$ cat config.mk
export PLATFORM = sky130hd
export DESIGN_NAME = rs_sym_fixer
export DESIGN_NICKNAME = d
export VERILOG_FILES = /design/src/rtl/rs_sym_fixer.sv
export SDC_FILE = /design/constraint.sdc
export NUM_CORES = 1
export LEC_CHECK = 0
export ABC_AREA = 1
export BUFFER_PORTS_ARGS = -buffer_cell sky130_fd_sc_hd__buf_2
export CAP_MARGIN = 20
export CORE_ASPECT_RATIO = 1.4
export CORE_MARGIN = 2
export CORE_UTILIZATION = 45
export CTS_CLUSTER_SIZE = 8
export DETAILED_ROUTE_END_ITERATION = 8
export PLACE_DENSITY = 0.67
export RECOVER_POWER = 25
export SYNTH_ARGS = -nofsm -noshare
export SYNTH_HDL_FRONTEND = slang
export SYNTH_SLANG_ARGS = --single-unit
$ cat constraint.sdc
create_clock -name clk -period 10.7 [get_ports clk]
set_input_delay 0 -clock clk [delete_from_list [all_inputs] [get_ports clk]]
set_output_delay 0 -clock clk [all_outputs]
set_load 0.01 [all_outputs]
$ cat src/rtl/rs_sym_fixer.sv
module rs_sym_fixer #(
  parameter int IDX_W     = 10,
  parameter int MAX_ERR   = 4,
  parameter int BUF_BYTES = 512
) (
  input  logic                     clk,
  input  logic                     rst_n,
  input  logic                     start,
  input  logic [2:0]               err_count,
  input  logic                     uncorrectable,
  input  logic [MAX_ERR*IDX_W-1:0] err_idx,
  input  logic [MAX_ERR*9-1:0]     err_mask,
  output logic [8:0]               buf_addr,
  output logic                     buf_we,
  output logic [7:0]               buf_wdata,
  input  logic [7:0]               buf_rdata,
  output logic                     busy,
  output logic                     done,
  output logic                     fail
);

  localparam int SYM_W  = 9;
  localparam int ADDR_W = $clog2(BUF_BYTES);
  localparam int PTR_W  = (MAX_ERR > 1) ? $clog2(MAX_ERR) : 1;
  localparam int POS_W  = IDX_W + 4;
  localparam int BYTE_W = POS_W - 3;

  typedef enum logic [2:0] {S_IDLE, S_EVAL, S_RDLO, S_RDHI, S_WRLO, S_WRHI} st_t;

  st_t              st;
  logic [PTR_W-1:0] ptr;
  logic [IDX_W-1:0] idx_q  [MAX_ERR];
  logic [SYM_W-1:0] mask_q [MAX_ERR];
  logic [7:0]       lo_q, hi_new_q;
  logic             done_q, fail_q;

  logic [IDX_W-1:0]  cur_idx;
  logic [SYM_W-1:0]  cur_mask;
  logic [POS_W-1:0]  pos;
  logic [BYTE_W-1:0] byte_i, top_pos;
  logic [2:0]        bit_j, shamt;
  logic              skip, single, last;
  logic [15:0]       flip, new_word;
  logic [7:0]        upper_rd;
  logic [ADDR_W-1:0] lo_addr, hi_addr;
  logic [2:0]        cnt_eff;

  assign cur_idx  = idx_q[ptr];
  assign cur_mask = mask_q[ptr];
  assign pos      = POS_W'({cur_idx, 3'b000}) + POS_W'(cur_idx);
  assign byte_i   = pos[POS_W-1:3];
  assign bit_j    = pos[2:0];
  assign top_pos  = (bit_j == 3'd0) ? byte_i - BYTE_W'(1) : byte_i;
  assign shamt    = (bit_j == 3'd0) ? 3'd7 : bit_j - 3'd1;
  assign skip     = (cur_idx == '0) || (top_pos > BYTE_W'(BUF_BYTES));
  assign single   = (top_pos == BYTE_W'(BUF_BYTES));
  assign lo_addr  = ADDR_W'(top_pos - BYTE_W'(1));
  assign hi_addr  = top_pos[ADDR_W-1:0];
  assign flip     = {7'b0, cur_mask} << shamt;
  assign upper_rd = single ? 8'h00 : buf_rdata;
  assign new_word = {upper_rd, lo_q} ^ flip;
  assign last     = (ptr == '0);
  assign cnt_eff  = (err_count > 3'(MAX_ERR)) ? 3'(MAX_ERR) : err_count;

  assign buf_addr  = (st == S_RDHI || st == S_WRHI) ? hi_addr : lo_addr;
  assign buf_we    = (st == S_WRLO) || (st == S_WRHI);
  assign buf_wdata = (st == S_WRHI) ? hi_new_q : new_word[7:0];
  assign busy      = (st != S_IDLE);
  assign done      = done_q;
  assign fail      = fail_q;

  always_ff @(posedge clk) begin
    if (!rst_n) begin
      st       <= S_IDLE;
      ptr      <= '0;
      lo_q     <= '0;
      hi_new_q <= '0;
      done_q   <= 1'b0;
      fail_q   <= 1'b0;
      for (int k = 0; k < MAX_ERR; k++) begin
        idx_q[k]  <= '0;
        mask_q[k] <= '0;
      end
    end else begin
      done_q <= 1'b0;
      case (st)
        S_IDLE: if (start) begin
          for (int k = 0; k < MAX_ERR; k++) begin
            idx_q[k]  <= err_idx[k*IDX_W +: IDX_W];
            mask_q[k] <= err_mask[k*SYM_W +: SYM_W];
          end
          if (uncorrectable) begin
            done_q <= 1'b1;
            fail_q <= 1'b1;
          end else if (cnt_eff == 3'd0) begin
            done_q <= 1'b1;
            fail_q <= 1'b0;
          end else begin
            fail_q <= 1'b0;
            ptr    <= PTR_W'(cnt_eff - 3'd1);
            st     <= S_EVAL;
          end
        end
        S_EVAL: begin
          if (!skip) st <= S_RDLO;
          else if (last) begin
            st     <= S_IDLE;
            done_q <= 1'b1;
          end else ptr <= ptr - PTR_W'(1);
        end
        S_RDLO: st <= S_RDHI;
        S_RDHI: begin
          lo_q <= buf_rdata;
          st   <= S_WRLO;
        end
        S_WRLO: begin
          hi_new_q <= new_word[15:8];
          if (!single) st <= S_WRHI;
          else if (last) begin
            st     <= S_IDLE;
            done_q <= 1'b1;
          end else begin
            ptr <= ptr - PTR_W'(1);
            st  <= S_EVAL;
          end
        end
        S_WRHI: begin
          if (last) begin
            st     <= S_IDLE;
            done_q <= 1'b1;
          end else begin
            ptr <= ptr - PTR_W'(1);
            st  <= S_EVAL;
          end
        end
        default: st <= S_IDLE;
      endcase
    end
  end

  AST_DONE_PULSE: assert property (@(posedge clk) disable iff (!rst_n)
    done |=> !done);
  AST_UNCORR_REPLY: assert property (@(posedge clk) disable iff (!rst_n)
    (st == S_IDLE && start && uncorrectable) |=> (done && fail && !buf_we));
  AST_ZERO_REPLY: assert property (@(posedge clk) disable iff (!rst_n)
    (st == S_IDLE && start && !uncorrectable && err_count == 3'd0) |=> (done && !fail && !buf_we));
  AST_PAIR_WRITE: assert property (@(posedge clk) disable iff (!rst_n)
    (st == S_WRLO && !single) |=> (buf_we && buf_addr == $past(buf_addr) + ADDR_W'(1)));
  AST_TOP_SINGLE: assert property (@(posedge clk) disable iff (!rst_n)
    (st == S_WRLO && single) |-> (buf_addr == ADDR_W'(BUF_BYTES - 1)));
  AST_IDLE_QUIET: assert property (@(posedge clk) disable iff (!rst_n)
    !busy |-> !buf_we);

endmodule

==> impl_results.md <==
* Clock Sinks at between 100 and 150
* DIE WIDTH at between 100 and 150 um
* Layout cells sized above 1 at 17.54%
* Total GRT Usage at 19.22%
* WL final at ~14000 um
* Least-Margin Pin Slew at ~3000 ps
* Power per cell area at roughly 200 nW/um2
* Clock transition at the registers of the reported paths at ~70 ps
* Row count at 51
* Area Growth Syn to Fin at 25.90%
* WL/cell at approximately 12 um
* Root Buffer Master: clkbuf_16
* Final worst path period share at between 40% and 50%
* Seq cells post-synth at about 100
* Initial DRC Count at between 200 and 300
* Layout Nets at 1110
* Core ar. at around 14000 um2
* Leakage at around 4.0 nW
* GRT overflow at 0
* Clock buffer count from CTS at 9
* Failing checks: capacitance limit, slew limit
* Routed Antenna Nets at 0
* Clk Latency, worst-skew pair at between 300 and 400 ps
* Critical Path Slowest Stage Cell: fa_1
* Slew Viols, Final at 77
* CTS max path bufs at 2
* Most frequent cells in the layout: 161 x nand2_1, 161 x nor2_1, 141 x inv_1, 107 x buf_2, 76 x edfxtp_1
* Worst Skew at roughly 4.3 ps
* First-pass DRT Iterations at 7
* CP arrival at 4610 ps
* WS Path Type: flip-flop to flip-flop
* Antenna violations before repair at 0
* # DRC at 0
* Setup TNS at 0 ps
* Detail Placement HPWL at just over 10000 um
* Maximum VDD drop at ~0.11 mV
* Worst path max stage delay at about 440 ps
* Inserted Diodes at 0
* CP max FO at 40
* Routability congestion estimate from global placement at ~0.9
* Final Hold Fails at 0
* Worst EP required at around 11000 ps
* Worst hold path type: input pin to flip-flop
* IO Pins at around 110
* Final Setup Violations at 0
* Number of buffers added on ports at approximately 110
* CP top delay family: simple AND/OR/NAND/NOR gates
* GRT Max-Usage Layer: met2
* Met1 usage at roughly 23%
* Outcome: finished, violations left
* Initial core utilization at a little under half
* Area taken by multi-input logic gates at 2774 um2
* Max Fclk at 0.2301 GHz
* Post-Syn Instances at 841
* Register area at approximately 2800 um2
* Die area at 14920 um2
* Fillers at between 1k and 1.5k
* Number of distinct library cells after synthesis at 42
* Fin Hold WS at between 5 and 6 ps
* Minimum clock period at between 4000 and 5000 ps
* Critical Path Source Type: flip-flop
* Met3 Usage GRT at 2.630%
* Worst path most repeated cell: nor2_1
* Max Cap Viol at 1
* Syn Area/Cell at 7.463 um2
* Critical path buffers and inverters at 5
* Pin count of the biggest net entering global routing at 77
* Number of global-route vias before repair at around 5.3k
* Chip height at around 140 um
* H-tree Lvls at 3
* Worst slew margin at -97.11%
* Post-layout util at a little under three fifths
* Met2 usage at between 30% and 40%
* Syn_nets at about 950
* CTS tree: built
* Seq/Total Area, Yosys at roughly 44%
* RSZ-0062 raised after global routing: false
* Via count at 5599
* Setup crit end kind: flip-flop
* Via density at 4.689
* First-pass GRT wire length at roughly 23000 um
* Post-Syn Area at around 6300 um2
* Synth Warn # at 0
-- cells in the mapped netlist, drive strengths merged --
cell / number / area share (%)
dfxtp: 25 / 8.0
clkinv: 2 / 0.12
a32oi: 2 / 0.28
or2: 3 / 0.30
ha: 12 / 2.4
a32o: 2 / 0.32
fa: 1 / 0.32
o21a: 2 / 0.24
a31oi: 6 / 0.60
o22ai: 2 / 0.20
xor2: 11 / 1.5
edfxtp: 76 / 36
nand3b: 5 / 0.60
and2: 1 / 0.12
nor4: 1 / 0.10
nor3: 5 / 0.58
nand2: 184 / 12
nor2: 168 / 11
o22a: 2 / 0.28
a21oi: 30 / 2.5
o211ai: 6 / 0.72
mux2i: 2 / 0.32
inv: 152 / 9.1
clkbuf: 12 / 0.72
o21ai: 57 / 4.5
buf: 16 / 1.5
a22oi: 1 / 0.12
nand4: 11 / 1.1
nand3: 40 / 3.8
xnor2: 4 / 0.56
-- where the power goes --
group | internal [mW] | total, mW | switching, mW
Sequential | 0.469 | 0.486 | 0.0178
Clock | 0.180 | 0.319 | 0.139
Combinational | 0.288 | 0.790 | 0.502
-- worst reg2reg max path: cells and delay by family, from the launching register on --
| kind | cells | cell delay, ps |
|---|---|---|
| AO/OA/AOI/OAI | 1 | 110 |
| adder cells (fa/ha/maj) | 4 | 1090 |
| buffers and inverters | 5 | 910 |
| flip-flops | 1 | 310 |
| AND/OR/NAND/NOR | 17 | 1850 |
-- registers in the layout, indices dropped and copies added, names as in the netlist, named ones only --
register  count
done          1
mask_q       36
st            3
ptr           2
idx_q        40
fail          1
lo_q          8
hi_new_q      8
-- timing repair --
action                    CTS  global route
hold buffers               68             0
hold endpoints to repair   73             0
resized for setup           0             0
setup buffers               0             0
-- logic make-up after synthesis --
group | Yosys count | synth area share (%)
simple gates | 418 | 29.35
flops | 101 | 44.34
compound gates | 110 | 9.749
mux | 2 | 0.3190
fa+ha+maj | 13 | 2.711
buf+inv | 182 | 11.44
xor+xnor | 15 | 2.093
-- per-layer routing --
metal,vias to the layer above,wire length (um),part of all wire [%]
li1,2988,-,-
met1,2438,6296,44
met2,146,7059,49
met3,27,612,4.3
met4,0,306,2.1
met5,-,0,0
-- worst paths after layout --
check,startpoint,to,slack (ps),cells after the start
max,flip-flop,ptr[1],6350,27
max reg2reg,flip-flop,ptr[1],6350,27
min,err_mask[13],mask_q[1][4],6,3
min reg2reg,fail,fail,470,2
-- final cells by class --
cell class / count / share of cell area [%]
tap: 185 / 2.930
clock buffer: 9 / 2.850
sequential: 101 / 35.22
inverter: 154 / 7.316
multi-input combinational: 558 / 35.11
clock inverter: 5 / 0.7601
timing repair buffer: 182 / 15.82
-- through the flow --
stage	worst slack (ps)	cell area [um2]	cells	total power, mW
6_report	6353	7901	1194	1.595
5_1_grt	6034	7901	1194	1.726
4_1_cts	6390	7921	1194	1.601
3_5_place_dp	6442	6955	1112	1.266
3_3_place_gp	6580	6955	1112	1.258
2_1_floorplan	7099	6276	841	1.070
(Power assumes the default switching activity.)
